$ cat src/rtl/fic_pkg.sv
package fic_pkg;
  localparam int REG_W = 32;
  localparam int OFS_W = 12;

  // Register offsets; software decodes these, so they are fixed.
  localparam logic [OFS_W-1:0] OFS_ENABLE  = 12'h100;
  localparam logic [OFS_W-1:0] OFS_CLEAR   = 12'h104;
  localparam logic [OFS_W-1:0] OFS_STATUS  = 12'h108;
  localparam logic [OFS_W-1:0] OFS_PADDR   = 12'h110;
  localparam logic [OFS_W-1:0] OFS_L1_ADDR = 12'h130;
  localparam logic [OFS_W-1:0] OFS_L2_ADDR = 12'h134;
  localparam logic [OFS_W-1:0] OFS_PENTRY  = 12'h150;
  localparam logic [OFS_W-1:0] OFS_L1_WHO  = 12'h180;
  localparam logic [OFS_W-1:0] OFS_L2_WHO  = 12'h184;

  localparam int BIT_L1 = 16;
  localparam int BIT_L2 = 17;

  // Bits of status/enable that hold state for a given master count.
  function automatic logic [REG_W-1:0] live_mask(input int nm);
    logic [REG_W-1:0] m;
    m = '0;
    for (int i = 0; i < nm; i++) m[i] = 1'b1;
    m[BIT_L1] = 1'b1;
    m[BIT_L2] = 1'b1;
    return m;
  endfunction
endpackage

$ cat src/rtl/fic_capture.sv
module fic_capture #(
  parameter int W = 32
) (
  input  logic         clk,
  input  logic         rst_n,
  input  logic         load,
  input  logic [W-1:0] d,
  output logic [W-1:0] q
);
  always_ff @(posedge clk) begin
    if (!rst_n)    q <= '0;
    else if (load) q <= d;
  end
endmodule

$ cat src/rtl/fic_status.sv
module fic_status
  import fic_pkg::*;
#(
  parameter int NUM_MASTERS = 6
) (
  input  logic             clk,
  input  logic             rst_n,
  input  logic [REG_W-1:0] set_vec,
  input  logic [REG_W-1:0] clr_vec,
  input  logic             en_wr,
  input  logic [REG_W-1:0] en_wdata,
  output logic [REG_W-1:0] status_q,
  output logic [REG_W-1:0] enable_q,
  output logic [REG_W-1:0] load_ok,
  output logic             irq
);
  localparam logic [REG_W-1:0] LIVE = live_mask(NUM_MASTERS);

  always_ff @(posedge clk) begin
    if (!rst_n) begin
      status_q <= '0;
      enable_q <= '0;
    end else begin
      // set applied after clear: a same-cycle event wins
      status_q <= ((status_q & ~clr_vec) | set_vec) & LIVE;
      if (en_wr) enable_q <= en_wdata & LIVE;
    end
  end

  // capture may load when the bit is free now or being freed this cycle
  assign load_ok = ~status_q | clr_vec;
  assign irq     = |(status_q & enable_q);
endmodule

$ cat src/rtl/fic_readmux.sv
module fic_readmux
  import fic_pkg::*;
#(
  parameter int NUM_MASTERS = 6,
  parameter int ADDR_W      = 32,
  parameter int ENTRY_W     = 32
) (
  input  logic [OFS_W-1:0]               raddr,
  input  logic [REG_W-1:0]               status,
  input  logic [REG_W-1:0]               enable,
  input  logic [NUM_MASTERS*ADDR_W-1:0]  pa_q,
  input  logic [NUM_MASTERS*ENTRY_W-1:0] pd_q,
  input  logic [ADDR_W-1:0]              l1a_q,
  input  logic [ADDR_W-1:0]              l2a_q,
  input  logic [NUM_MASTERS-1:0]         l1w_q,
  input  logic [NUM_MASTERS-1:0]         l2w_q,
  output logic [REG_W-1:0]               rdata
);
  always_comb begin
    rdata = '0;
    case (raddr)
      OFS_ENABLE:  rdata = enable;
      OFS_STATUS:  rdata = status;
      OFS_L1_ADDR: rdata[ADDR_W-1:0] = l1a_q;
      OFS_L2_ADDR: rdata[ADDR_W-1:0] = l2a_q;
      OFS_L1_WHO:  rdata[NUM_MASTERS-1:0] = l1w_q;
      OFS_L2_WHO:  rdata[NUM_MASTERS-1:0] = l2w_q;
      default:     rdata = '0;
    endcase
    for (int i = 0; i < NUM_MASTERS; i++) begin
      if (raddr == OFS_PADDR + OFS_W'(4 * i))
        rdata[ADDR_W-1:0] = pa_q[i*ADDR_W +: ADDR_W];
      if (raddr == OFS_PENTRY + OFS_W'(4 * i))
        rdata[ENTRY_W-1:0] = pd_q[i*ENTRY_W +: ENTRY_W];
    end
  end
endmodule

$ cat src/rtl/iommu_fault_irq.sv
module iommu_fault_irq
  import fic_pkg::*;
#(
  parameter int NUM_MASTERS = 6,
  parameter int ADDR_W      = 32,
  parameter int ENTRY_W     = 32
) (
  input  logic                           clk,
  input  logic                           rst_n,
  input  logic [NUM_MASTERS-1:0]         perm_fault,
  input  logic [NUM_MASTERS*ADDR_W-1:0]  perm_addr,
  input  logic [NUM_MASTERS*ENTRY_W-1:0] perm_entry,
  input  logic                           l1_fault,
  input  logic [ADDR_W-1:0]              l1_addr,
  input  logic [NUM_MASTERS-1:0]         l1_master,
  input  logic                           l2_fault,
  input  logic [ADDR_W-1:0]              l2_addr,
  input  logic [NUM_MASTERS-1:0]         l2_master,
  input  logic                           reg_wr_en,
  input  logic [11:0]                    reg_waddr,
  input  logic [31:0]                    reg_wdata,
  input  logic [11:0]                    reg_raddr,
  output logic [31:0]                    reg_rdata,
  output logic                           irq
);
  logic [REG_W-1:0] set_vec, clr_vec, status_q, enable_q, load_ok;
  logic             en_wr;
  logic [NUM_MASTERS*ADDR_W-1:0]  pa_q;
  logic [NUM_MASTERS*ENTRY_W-1:0] pd_q;
  logic [ADDR_W-1:0]              l1a_q, l2a_q;
  logic [NUM_MASTERS-1:0]         l1w_q, l2w_q;

  always_comb begin
    set_vec = '0;
    set_vec[NUM_MASTERS-1:0] = perm_fault;
    set_vec[BIT_L1] = l1_fault;
    set_vec[BIT_L2] = l2_fault;
  end

  assign clr_vec = (reg_wr_en && reg_waddr == OFS_CLEAR) ? reg_wdata : '0;
  assign en_wr   = reg_wr_en && reg_waddr == OFS_ENABLE;

  fic_status #(.NUM_MASTERS(NUM_MASTERS)) u_status (
    .clk(clk), .rst_n(rst_n), .set_vec(set_vec), .clr_vec(clr_vec),
    .en_wr(en_wr), .en_wdata(reg_wdata), .status_q(status_q),
    .enable_q(enable_q), .load_ok(load_ok), .irq(irq)
  );

  for (genvar g = 0; g < NUM_MASTERS; g++) begin : g_perm
    fic_capture #(.W(ADDR_W)) u_addr (
      .clk(clk), .rst_n(rst_n), .load(perm_fault[g] & load_ok[g]),
      .d(perm_addr[g*ADDR_W +: ADDR_W]), .q(pa_q[g*ADDR_W +: ADDR_W])
    );
    fic_capture #(.W(ENTRY_W)) u_entry (
      .clk(clk), .rst_n(rst_n), .load(perm_fault[g] & load_ok[g]),
      .d(perm_entry[g*ENTRY_W +: ENTRY_W]), .q(pd_q[g*ENTRY_W +: ENTRY_W])
    );
  end

  fic_capture #(.W(ADDR_W + NUM_MASTERS)) u_l1 (
    .clk(clk), .rst_n(rst_n), .load(l1_fault & load_ok[BIT_L1]),
    .d({l1_master, l1_addr}), .q({l1w_q, l1a_q})
  );
  fic_capture #(.W(ADDR_W + NUM_MASTERS)) u_l2 (
    .clk(clk), .rst_n(rst_n), .load(l2_fault & load_ok[BIT_L2]),
    .d({l2_master, l2_addr}), .q({l2w_q, l2a_q})
  );

  fic_readmux #(.NUM_MASTERS(NUM_MASTERS), .ADDR_W(ADDR_W), .ENTRY_W(ENTRY_W)) u_rd (
    .raddr(reg_raddr), .status(status_q), .enable(enable_q), .pa_q(pa_q),
    .pd_q(pd_q), .l1a_q(l1a_q), .l2a_q(l2a_q), .l1w_q(l1w_q), .l2w_q(l2w_q),
    .rdata(reg_rdata)
  );
endmodule

$ cat config.mk
export PLATFORM = sky130hd
export DESIGN_NAME = iommu_fault_irq
export DESIGN_NICKNAME = d
export VERILOG_FILES = /design/src/rtl/fic_pkg.sv /design/src/rtl/fic_capture.sv /design/src/rtl/fic_status.sv /design/src/rtl/fic_readmux.sv /design/src/rtl/iommu_fault_irq.sv
export SDC_FILE = /design/constraint.sdc
export NUM_CORES = 1
export LEC_CHECK = 0
export BUFFER_PORTS_ARGS = -buffer_cell sky130_fd_sc_hd__buf_2
export CAP_MARGIN = 20
export CORE_MARGIN = 5
export CORE_UTILIZATION = 25
export DETAILED_ROUTE_END_ITERATION = 16
export GPL_TIMING_DRIVEN = 0
export REMOVE_ABC_BUFFERS = 1
export SETUP_SLACK_MARGIN = 0.4
export SLEW_MARGIN = 10
export SYNTH_ARGS = -nofsm -noshare
export SYNTH_HDL_FRONTEND = slang
export SYNTH_SLANG_ARGS = --single-unit
$ cat constraint.sdc
create_clock -name clk -period 4.6 [get_ports clk]
set_input_delay 0.92 -clock clk [delete_from_list [all_inputs] [get_ports clk]]
set_output_delay 0.92 -clock clk [all_outputs]
set_load 0.02 [all_outputs]
# [Yosys cells after proc, flatten, opt, wreduce, memory -nomap -nowiden]
# Index checks and enable logic that the tools add are counted.
[word_totals] ram_bits=0 input_bits=527 word_cells=68 out_inout_bits=33 mem_bits_ro=0 ff_bits=476 n_memories=0 latchBits=0
[op_classes] multipliers=0 bitwise=14 magnitude_cmp=0 shifts=0 n_div=0 add_sub_neg=0 eq_ne=20 reduce_logical=3 muxes=15
[ops] operator="32-bit 2-to-1 mux" count=12
[ops] operator="12-bit by 9-bit == test with 1-bit output, second input constant" count=20
[ops] operator="26-bit one-hot mux with 4 select lines" count=1
[ops] operator="18-bit bitwise AND" count=2
[ops] operator="18-bit NOT" count=2
[ops] operator="18-bit OR" count=2
[ops] operator="6-bit one-hot mux with 6 select lines" count=1
[ops] operator="32-bit OR reduction" count=1
[ops] operator="18-bit 2-to-1 mux" count=1
[ops] operator="1-bit bitwise AND" count=8
[ops] operator="1-bit logical AND" count=2

# [Depth between registers and ports, before layout]
[logic_depth] depth_word=14 ltp_mapped=10 depth_no_buf=6

# [Hierarchy]
# From an unflattened synthesis, not the netlist that was laid out.
[hier_totals] hier_cells=2465 area_unflattened_um2=24504.8
[modules_own_cells] mod="fic_capture (g_perm[0].u_addr ...)" area_per_inst_um2=1243.7 seq_area_each_um2=640.6 n_inst=12 cells_per_inst=103
[modules_own_cells] mod="fic_readmux" area_per_inst_um2=4754.6 seq_area_each_um2=0.0 n_inst=1 cells_per_inst=755
[modules_own_cells] mod="fic_capture (u_l1 ...)" area_per_inst_um2=1455.1 seq_area_each_um2=760.7 n_inst=2 cells_per_inst=122
[modules_own_cells] mod="fic_status" area_per_inst_um2=1201.2 seq_area_each_um2=320.3 n_inst=1 cells_per_inst=137
[modules_own_cells] mod="iommu_fault_irq" area_per_inst_um2=714.4 seq_area_each_um2=0.0 n_inst=1 cells_per_inst=93

# [Worst setup path after synthesis]
# Ideal clock, no wire load.
[synth_path] path_kind="in2out" start="input reg_raddr[11]" end="output reg_rdata[8]" n_path_buf=2 slack_ns=0.697 cell_stages=8 required_time_ns=3.680 arrival_time_ns=2.983 cell_sequence="or4b_1 buf_2 buf_2 nor2_4 nand2_1 a2111oi_0 nor4_1 nor3_1"
[synth_via] elab_chain_len=14 word_cells_on_any_way=29 classes_between="eq/ne (16); mux (13)"
[synth_lines] element="start: declaration" line="iommu_fault_irq.sv:22" source="input logic [11:0] reg_raddr,"
[synth_lines] element="12-bit by 9-bit == test with 1-bit output" line="fic_readmux.sv:21" source="case (raddr)"
[synth_lines] element="26-bit one-hot mux with 4 select lines" line="fic_readmux.sv:21"
[synth_lines] element="32-bit 2-to-1 mux" line="fic_readmux.sv:31" source="if (raddr == OFS_PADDR + OFS_W'(4 * i))"
[synth_lines] element="32-bit 2-to-1 mux" line="fic_readmux.sv:33" source="if (raddr == OFS_PENTRY + OFS_W'(4 * i))"
[synth_lines] element="32-bit 2-to-1 mux" line="fic_readmux.sv:31"
[synth_lines] element="32-bit 2-to-1 mux" line="fic_readmux.sv:33"
[synth_lines] element="32-bit 2-to-1 mux" line="fic_readmux.sv:31"
[synth_lines] element="32-bit 2-to-1 mux" line="fic_readmux.sv:33"
[synth_lines] element="32-bit 2-to-1 mux" line="fic_readmux.sv:31"
[synth_lines] element="32-bit 2-to-1 mux" line="fic_readmux.sv:33"
[synth_lines] element="32-bit 2-to-1 mux" line="fic_readmux.sv:31"
[synth_lines] element="32-bit 2-to-1 mux" line="fic_readmux.sv:33"
[synth_lines] element="32-bit 2-to-1 mux" line="fic_readmux.sv:31"
[synth_lines] element="32-bit 2-to-1 mux (*)" line="fic_readmux.sv:33"
[synth_lines] element="end: declaration" line="iommu_fault_irq.sv:23" source="output logic [31:0] reg_rdata,"
# Every way passes the cells marked *; elsewhere a longest branch is shown, timed or not.

# [Final worst setup path]
[layout_path] start="input reg_raddr[7]" end="output reg_rdata[11]"
# Same word-level chain as after synthesis.

==> results.md <==
* Sw frac at 27.0%
* Clock Power Share at 44.8%
* DRC viols at 0
* Top Metal Used: met5
* CP Cell Sequence: buf_16 > and4bb_4 > nand2_8 > nor2_4 > buf_12 > a222oi_1 > nor4b_4 > o21ai_1 > buf_4
* RSZ-0062 raised after global routing: true
* Post-route ant nets at 0
* Final worst path period need at 4.39 ns
* Status: completed
* Max Cap Viol at 0
* CP max stage delay at 0.93 ns
* H-tree depth at 2
* GRT Residual Overflow at 0
* GRT Overall Usage at 21.3%
* Global-route wire length before repair at 150 mm
* IO buf count at 535
* Share of cells above drive strength 1 at 26.9%
* Number of synthesized flops with an enable pin at 0
* Final setup fails at 0
* Xor and xnor area share after synthesis at 0%
* Post-Syn Area per Cell at 7.56 um^2
* Via Count at 23,400
* Switching Power at 2790 uW
* Synthesized area at 21,900 um^2
* # rows at 108
* Vias in the first global route at 22,300
* Post-Synth Simple-Gate Area at 25.7%
* Sink Count at 476
* Synth cell types at 69
* Global placement routability congestion at 0.805
* Static Leak at 0.0118 uW
* Mapped Cells at 2,894
* Worst skew pair latency at 0.61 ns
* Vias/cell at 5.12
* Total core area at 86,900 um^2
* Die Y at 306 um
* Met1 WL at 46.3 mm
* Starting Density at 25.2%
* CP bufs+invs at 3
* Final Cycle Share at 95.4%
* WL/cell at 23.2 um
* Family with the most delay on the worst path: compound AO/OA/AOI/OAI gates
* Crit start category: input pin
* Mux share of post-synthesis cell area at 3.77%
* Register share of total power at 43.8%
* Num ports at 560
* Logic gate share of total power at 11.4%
* 1st-pass router iterations at 5
* Met3 WL post-DR at 7.62 mm
* P per Cell Area at 345 nW/um^2
* Maximum vdd drop at 251 uV
* Initial DRC Count at 2,093
* Final wirelength at 106 mm
* CP Capture Type: primary output
* Worst Hold Slack at 0.468 ns
* Nets at 3,873
* Fraction of registers with async set/reset at 0%
* Max Clk Rate at 228 MHz
* Register area at 9530 um^2
* Worst path required time at 3.68 ns
* Largest net degree at the start of global routing at 153
* Clock root cell: clkbuf_16
* Die X at 306 um
* Hpwl dp at 75.2 mm
* CTS tree: yes
* Fill count at 9,274
* Largest family of logic cells by synthesized area: simple AND/OR/NAND/NOR gates
* Clock Pin Slew Worst Setup and Hold Paths at 0.06 ns
* Kind of critical path: in -> out
* Total CTS buffers at 57
* Post-synthesis sequential area ratio at 43.5%
* Worst hold path class: reg -> reg
* Worst path slowest cell: a222oi_1
* Worst Max-Slew Pin Slew at 1.07 ns
* Final-report hold violation count at 0
* Antenna violations before repair at 22
* Clock Path Buffers at 3
* Syn. warnings at 0
* Final worst setup slack at 0.212 ns
* Pre-CTS WS at -1.73 ns
* Synth Area in Compound Gates at 21.7%
* Die footprint at 93,500 um^2
* Met2 WL at 48.9 mm
* Max_slew headroom at 28.3%
* Ys flop type: dfxtp_1
* Area grow syn2layout at 36.4%
* Synth Area in Adders at 0%
* Crit-path max FO at 27
* Synth Register Bits at 476
* Internal Power at 7520 uW
* Multi-input gate area at 12,100 um^2
* Max Transition Viols Final at 0
* Layout Skew at 0.0197 ns
* CP arrival at 3.47 ns
metrics by stage:
step	utilization, %	total power [uW]	std cells	TNS [ns]	cell area [um^2]
2_1_floorplan	-	4970	2615	-25.78	20800
3_3_place_gp	28.7	5740	4305	-4223.01	24900
3_5_place_dp	29.9	5670	4358	-36.06	26000
4_1_cts	33.8	10400	4534	0	29400
5_1_grt	34.3	10700	4553	0	29800
6_report	34.3	10300	4561	0	29800
sequential cells by signal (all words and copies together) (netlist names):
signal / cells
g_perm.u_addr.q: 192
g_perm.u_entry.q: 192
u_l1.q: 38
u_l2.q: 38
u_status.enable_q: 8
u_status.status_q: 8
cell families (layout without fill, tap and decap cells):
logic type / Yosys count / in the layout
compound gates: 817 / 817
other cells: 0 / 12
simple gates: 1219 / 1219
mux: 81 / 81
flops: 476 / 476
buf+inv: 301 / 801
timing repair:
action / 4_1_cts / 5_1_grt
gates cloned: 8 / 0
buffers inserted: 61 / 15
hold buffers: 0 / 0
endpoints found under the setup margin: 32 / 29
pin swaps: 28 / 27
gates resized for setup: 157 / 72
hold endpoints to repair: 0 / 0
final timing paths:
path	cells past startpoint	to	slack, ns	start
worst max-delay path	9	reg_rdata[11]	0.21	reg_raddr[7]
worst min-delay path	2	g_perm[4].u_addr.q[3]	0.47	g_perm[4].u_addr.q[3]
worst max register to register	5	g_perm[1].u_addr.q[6]	2.74	u_status.status_q[1]
worst min register to register	2	g_perm[4].u_addr.q[3]	0.47	g_perm[4].u_addr.q[3]
tightest hold or removal path: stages (launching register included):
cell	delay (ns)
dfxtp_1	0.31
nand3_1	0.05
o21ai_0	0.06
area by class of cell:
cell class,count,area share [%]
multi-input combinational,2117,40.6
sequential,476,31.9
timing repair buffer,672,15.9
clock buffer,77,5.41
tap,1155,4.84
clock inverter,30,0.969
inverter,22,0.294
antenna,12,0.101
power groups by stage:
stage | combinational [uW] | clock, uW | sequential, uW
2_1_floorplan | 409 | 0 | 4560
3_3_place_gp | 1150 | 0 | 4590
3_5_place_dp | 1070 | 0 | 4600
4_1_cts | 1170 | 4720 | 4510
5_1_grt | 1290 | 4910 | 4540
6_report | 1180 | 4620 | 4510
cells in the mapped netlist (all sizes together) (6+ instances only):
cell type | number | share of area (%)
nand2 | 528 | 9.1
o21ai | 519 | 12
nand3 | 500 | 11
dfxtp | 476 | 44
clkbuf | 182 | 3.1
buf | 97 | 1.8
a21oi | 80 | 1.8
nor2 | 74 | 1.3
mux2i | 69 | 3.2
o22ai | 42 | 1.2
a22oi | 24 | 0.82
nor3 | 23 | 0.64
a221oi | 22 | 0.88
inv | 21 | 0.36
a22o | 17 | 0.68
nor2b | 15 | 0.43
o221ai | 14 | 0.56
a21o | 12 | 0.41
mux2 | 12 | 0.62
a2111oi | 11 | 0.44
nand3b | 11 | 0.38
nand4 | 10 | 0.29
o211ai | 10 | 0.37
a21boi | 9 | 0.31
a211o | 8 | 0.32
nor4 | 8 | 0.29
nor4b | 8 | 0.38
or4 | 7 | 0.24
a211oi | 6 | 0.21
and3 | 6 | 0.17
routing by layer:
layer	up-vias	track usage [%]
li1	11300	-
met3	185	4.51
met2	908	34.9
met4	16	5.86
met5	-	0
met1	11000	28.5
placed cells by master, fill, tap and decap left out, drive strengths merged, types with 5 or more instances in the layout:
master | synthesis | layout
o211ai | 10 | 10
mux2i | 69 | 69
nand2 | 528 | 528
nor3 | 23 | 23
a22o | 17 | 17
nor2b | 15 | 15
a21boi | 9 | 9
clkinvlp | 0 | 8
nor4 | 8 | 8
a211o | 8 | 8
and3 | 6 | 6
nor4b | 8 | 8
a21o | 12 | 12
clkbuf | 182 | 77
a22oi | 24 | 24
diode | 0 | 12
dfxtp | 476 | 476
nor3b | 5 | 5
or3 | 5 | 5
buf | 97 | 665
a221oi | 22 | 22
or4 | 7 | 7
nand3b | 11 | 11
mux2 | 12 | 12
o21ai | 519 | 519
nand3 | 500 | 500
a31oi | 5 | 5
bufbuf | 0 | 7
o22ai | 42 | 42
clkinv | 1 | 16
o221ai | 14 | 14
inv | 21 | 24
nor2 | 74 | 74
a21oi | 80 | 80
nand2b | 5 | 5
a2111oi | 11 | 11
a211oi | 6 | 6
nand4 | 10 | 10
No activity file was read; power rests on OpenSTA's default activity.
